**src/rtl/pm_cmd_smi.sv**
```systemverilog
module pm_cmd_smi #(
  parameter int CMD_W = 8,
  parameter logic [CMD_W-1:0] ACPI_ON_CODE  = 8'hF1,
  parameter logic [CMD_W-1:0] ACPI_OFF_CODE = 8'hF0,
  parameter int WIN_BYTES   = 4,
  parameter int SMI_EN_LANE = 3,
  parameter int SMI_EN_BIT  = 1,
  parameter logic [7:0] NO_SMM_LANE_VAL = 8'h02
) (
  input  logic                   clk,
  input  logic                   rst_n,
  input  logic                   smm_supported,
  input  logic                   cmd_we,
  input  logic [CMD_W-1:0]       cmd_wdata,
  input  logic                   stat_we,
  input  logic [7:0]             stat_wdata,
  output logic [7:0]             stat_rdata,
  input  logic                   cfg_we,
  input  logic [WIN_BYTES-1:0]   cfg_be,
  input  logic [WIN_BYTES*8-1:0] cfg_wdata,
  output logic [WIN_BYTES*8-1:0] cfg_rdata,
  output logic                   smi_pulse,
  output logic                   sci_en
);
  localparam int WIN_W = WIN_BYTES * 8;

  logic [WIN_W-1:0] win_q;
  logic             is_on, is_off, smi_en_now;

  assign is_on      = cmd_wdata == ACPI_ON_CODE;
  assign is_off     = cmd_wdata == ACPI_OFF_CODE;
  assign smi_en_now = win_q[SMI_EN_LANE*8 + SMI_EN_BIT];
  assign cfg_rdata  = win_q;

  always_ff @(posedge clk) begin
    for (int i = 0; i < WIN_BYTES; i++) begin
      if (!rst_n)
        win_q[i*8 +: 8] <= (i == SMI_EN_LANE && !smm_supported) ? NO_SMM_LANE_VAL : 8'h00;
      else if (cfg_we && cfg_be[i])
        win_q[i*8 +: 8] <= cfg_wdata[i*8 +: 8];
    end
  end

  always_ff @(posedge clk) begin
    if (!rst_n) begin
      sci_en     <= 1'b0;
      smi_pulse  <= 1'b0;
      stat_rdata <= 8'h00;
    end else begin
      if (cmd_we && is_on)  sci_en <= 1'b1;
      if (cmd_we && is_off) sci_en <= 1'b0;
      smi_pulse <= cmd_we && !is_on && !is_off && smi_en_now;
      if (stat_we) stat_rdata <= stat_wdata;
    end
  end


  acpi_on_chk: assert property (@(posedge clk) disable iff (!rst_n)
    cmd_we && cmd_wdata == ACPI_ON_CODE |=> sci_en && !smi_pulse);


  acpi_off_chk: assert property (@(posedge clk) disable iff (!rst_n)
    cmd_we && cmd_wdata == ACPI_OFF_CODE |=> !sci_en && !smi_pulse);


  smi_raise_chk: assert property (@(posedge clk) disable iff (!rst_n)
    cmd_we && cmd_wdata != ACPI_ON_CODE && cmd_wdata != ACPI_OFF_CODE
      && cfg_rdata[SMI_EN_LANE*8 + SMI_EN_BIT] |=> smi_pulse);


  smi_gated_chk: assert property (@(posedge clk) disable iff (!rst_n)
    cmd_we && !cfg_rdata[SMI_EN_LANE*8 + SMI_EN_BIT] |=> !smi_pulse);


  sci_hold_chk: assert property (@(posedge clk) disable iff (!rst_n)
    !(cmd_we && (cmd_wdata == ACPI_ON_CODE || cmd_wdata == ACPI_OFF_CODE))
      |=> $stable(sci_en));


  smi_single_chk: assert property (@(posedge clk) disable iff (!rst_n)
    !cmd_we |=> !smi_pulse);


  stat_store_chk: assert property (@(posedge clk) disable iff (!rst_n)
    stat_we |=> stat_rdata == $past(stat_wdata));
endmodule

```
**config.mk**
```make
export PLATFORM = sky130hd
export DESIGN_NAME = pm_cmd_smi
export DESIGN_NICKNAME = d
export VERILOG_FILES = /design/src/rtl/pm_cmd_smi.sv
export SDC_FILE = /design/constraint.sdc
export NUM_CORES = 1
export LEC_CHECK = 0
export BUFFER_PORTS_ARGS = -buffer_cell sky130_fd_sc_hd__buf_2
export CAP_MARGIN = 20
export CELL_PAD_IN_SITES_DETAIL_PLACEMENT = 1
export CELL_PAD_IN_SITES_GLOBAL_PLACEMENT = 1
export CORE_MARGIN = 4
export CORE_UTILIZATION = 29
export CTS_BUF_LIST = sky130_fd_sc_hd__clkbuf_16
export DETAILED_ROUTE_END_ITERATION = 16
export GPL_TIMING_DRIVEN = 0
export PLACE_DENSITY = 0.83
export SKIP_CTS_REPAIR_TIMING = 1
export SYNTH_ARGS = -nofsm -noshare
export SYNTH_HDL_FRONTEND = slang
export SYNTH_SLANG_ARGS = --single-unit
export TNS_END_PERCENT = 5
```
**constraint.sdc**
```tcl
create_clock -name clk -period 1.65 [get_ports clk]
set_input_delay 0.4125 -clock clk [delete_from_list [all_inputs] [get_ports clk]]
set_output_delay 0.4125 -clock clk [all_outputs]
set_load 0.01 [all_outputs]
```
# Word level (Yosys, flattened, before mapping)
# Cells that the tools add are included.
# W data, S select, Z words.
[word_totals] ff_bits=42 out_inout_bits=42 elab_cells=26
[classes] eq_ne=3 muxes=3 n_bitwise=1 n_reduce_logical=12
[ops] op="$eq A8 B8 Y1 const B" n=2
[ops] op="$mux W8" n=2
[ops] op="$logic_and A1 B1 Y1" n=9
[ops] op="$logic_not A1 Y1" n=2
[ops] op="$mux W2" n=1
[ops] op="$ne A2 B1 Y1 const B" n=1
[ops] op="$reduce_or A2 Y1" n=1
[ops] op="$not A1 Y1" n=1

# Logic depth before layout (Yosys ltp)
[depth] depth_word=5 depth_mapped=4 depth_no_buf=3

# Least setup slack after synthesis
# Ideal clock, no wire load.
[synth_path] path_type="input-to-reg" from="in cfg_we" to="reg win_q[24], in the netlist cfg_rdata[24] (enable)" setup_time_ns=0.329 arrival_time_ns=0.940 path_slack_ns=0.382 stages=4 path_buffers=2 cell_sequence="buf_4 -> buf_6 -> nand2_1 -> nand2_1"
[synth_between] elab_chain_cells=2
[synth_lines] element="from (decl)" line_no="18" rtl="input logic cfg_we,"
[synth_lines] element="$logic_and A1 B1 Y1" line_no="39" rtl="else if (cfg_we && cfg_be[i])"
[synth_lines] element="$ne A2 B1 Y1 (no source line)"
[synth_lines] element="to (signal, indexed assignment)" line_no="38" rtl="win_q[i*8 +: 8] <= (i == SMI_EN_LANE && !smm_supported) ? NO_SMM_LANE_VAL : 8'h00;"
[synth_lines] element="to (signal, indexed assignment)" line_no="40" rtl="win_q[i*8 +: 8] <= cfg_wdata[i*8 +: 8];"
[synth_lines] element="to (decl)" line_no="27" rtl="logic [WIN_W-1:0] win_q;"
# Every way passes these cells.
# A chain may end at the register's enable or synchronous reset.

# Worst setup path in the final report
[layout_path] from="reg win_q[25], in the netlist cfg_rdata[25]" to="out cfg_rdata[25]"
[layout_lines] element="to (decl)" line_no="21" rtl="output logic [WIN_BYTES*8-1:0] cfg_rdata,"
# No word-level cell between the ends.

==> results_dict.tcl <==
set metrics [dict create \
    status "finished, final reports clean" \
    synth.avg_cell_area_um2 10.0 \
    dieWidth_um 83.4 \
    fmax_ghz 0.793 \
    power.total_w 0.00262 \
    multiInputGateArea_um2 657 \
    final.setup_skew_ns 0.00346 \
    nets 323 \
    cp-startpoint "cfg_rdata[25]" \
    report.final.slew_viol_count 0 \
    antenna_left 0 \
    n_antenna_cell 0 \
    worstHoldStart "cmd_wdata[0]" \
    critPathBufInv 1 \
    initialDrtViolationCount 45 \
    gp_congestion 0.773 \
    core_um2 5510 \
    syn_nets 222 \
    timing.rr.start "cfg_rdata[25]" \
    cts_buffers 5 \
    insertion_delay_ns 0.28 \
    cpPeakStageDelay_ns 0.41 \
    cts_tree "yes" \
    drv_cap 0 \
    firstDrtPassIters 3 \
    crit_type "flip-flop to output port" \
    setup_tns_ns 0 \
    die_area_um2 6950 \
    required_ns 1.24 \
    cp_top_family "flip-flops" \
    ys_types 19 \
    worst-slew-pin-transition_ns 0.322 \
    end_kind "output port" \
    crit_chain "buf_2" \
    post-route-period-util 0.765 \
    dp_hpwl_um 3780 \
    cts.reportedPaths.clkPinSlew_ns 0.06 \
    synth_area_um2 1650 \
    ys_ff_latch 42 \
    relSlewSlack 0.785 \
    regArea_um2 921 \
    clk_path_buf_depth 2 \
    grt_pass1_vias 1628 \
    wl_per_cell_um 14.3 \
    root_buffer "clkbuf_16" \
    drive_gt1_frac 0.436 \
    grt_first_pass_wirelength_um 7960 \
    finalSetupViolations 0 \
    grt_max_degree 14 \
    floorplan.initialDensity 0.299 \
    n_fill_cell 657 \
    fin_crit_ns 1.26 \
    grt_overflow 0 \
    htree_levels 2 \
    port_buffers 94 \
    yosysSeqAreaShare 0.559 \
    area_growth_pct 45.2 \
    start_kind "flip-flop" \
    drc 0 \
    drt-total-wl_um 4840 \
    critical_path_peak_fanout 2 \
    cp_slowest_cell "edfxtp_1" \
    hp-class "input port to flip-flop" \
    syn_inst 164 \
    finalHoldViolCount 0 \
    rsz0062_at_grt "no" \
    peakVddDrop_v 0.000516 \
    rows 27 \
    fp.dieH_um 83.4 \
    pin_count 100 \
    track_usage 0.144 \
    numClockSinks 42 \
    worst_ep_arrival_time_ns 0.85 \
    grt_antenna_before_repair 0 \
    holdWs_ns 0.374 \
    avgViaCountPerCell 4.59 \
    vias 1552 \
    p_leak_nw 1.13 \
    ys.warnings.count 0 \
    powerDensity_nw_per_um2 1100 \
]
-- worst reg2reg max path: cells and delay by family (launching register included) --
family	cells	cell delay (ns)
simple gates	2	0.15
flops	1	0.41
-- routing by layer --
layer | global-route usage | part of all wire
met1 | 0.158 | 0.40
met4 | 0.0461 | 0.017
met5 | 0 | 0
met2 | 0.251 | 0.50
met3 | 0.0585 | 0.079
-- synth_stat cells --
master / n / area share
nor4_2: 1 / 0.0076
and2_1: 7 / 0.027
mux2i_1: 9 / 0.055
buf_4: 1 / 0.0046
buf_6: 2 / 0.014
nand2_1: 29 / 0.066
nor4_1: 1 / 0.0038
o21ai_0: 1 / 0.0030
nand2_2: 3 / 0.011
dfxtp_1: 34 / 0.41
nand3_1: 25 / 0.076
nand4_1: 1 / 0.0038
buf_2: 6 / 0.018
clkbuf_2: 2 / 0.0061
nor2b_1: 8 / 0.030
nor2_1: 1 / 0.0023
edfxtp_1: 8 / 0.15
nand2b_1: 1 / 0.0038
a21boi_1: 24 / 0.11
-- kinds of logic after synthesis --
| kind of cell | share of synthesized area |
|---|---|
| AOI/OAI and AO/OA | 0.112 |
| muxes | 0.0547 |
| buffers and inverters | 0.0425 |
| and+or+nand+nor | 0.232 |
| DFF | 0.559 |
-- sequential cells by signal, summed over array words and instances (netlist names) --
signal	count
stat_rdata	8
sci_en	1
smi_pulse	1
cfg_rdata	32
-- per-stage QoR --
stage | util | setup slack (ns) | cells | instance area (µm²)
after floorplan | - | 0.382 | 164 | 1650
after global placement | 0.401 | 0.242 | 330 | 2210
after detailed placement | 0.401 | 0.217 | 330 | 2210
after CTS | 0.434 | 0.373 | 338 | 2390
after global routing | 0.434 | 0.356 | 338 | 2390
final | 0.434 | 0.389 | 338 | 2390
-- final timing paths --
| check | endpoint | slack, ns | cells past startpoint |
|---|---|---|---|
| max reg2reg | smi_pulse | 0.98 | 2 |
| min reg2reg | cfg_rdata[23] | 0.45 | 2 |
| min | sci_en | 0.37 | 3 |
| max | cfg_rdata[25] | 0.39 | 1 |
-- area by class of cell --
type / count / share of cell area
plain buffers: 11 / 0.0293
clock buffers: 6 / 0.0628
clock inverters: 2 / 0.0141
multi-input cells: 111 / 0.275
flip-flops and latches: 42 / 0.385
well taps: 72 / 0.0377
repair buffers: 94 / 0.197
-- report_power, final --
group | internal [W] | switching (W)
Combinational | 0.000144 | 0.000158
Clock | 0.000800 | 0.000389
Sequential | 0.00111 | 0.0000246
Total | 0.00205 | 0.000571
-- placed cells by master, fill, tap and decap left out, types with 2 or more instances in the layout --
cell / netlist / layout
a21boi_1: 24 / 24
nor2b_1: 8 / 8
nand2_2: 3 / 3
mux2i_1: 9 / 9
nand2_1: 29 / 29
buf_6: 2 / 2
clkbuf_16: 0 / 6
and2_1: 7 / 7
dfxtp_1: 34 / 34
nand3_1: 25 / 25
edfxtp_1: 8 / 8
clkbuf_2: 2 / 2
buf_2: 6 / 100
No activity file was read; power rests on OpenSTA's default activity.
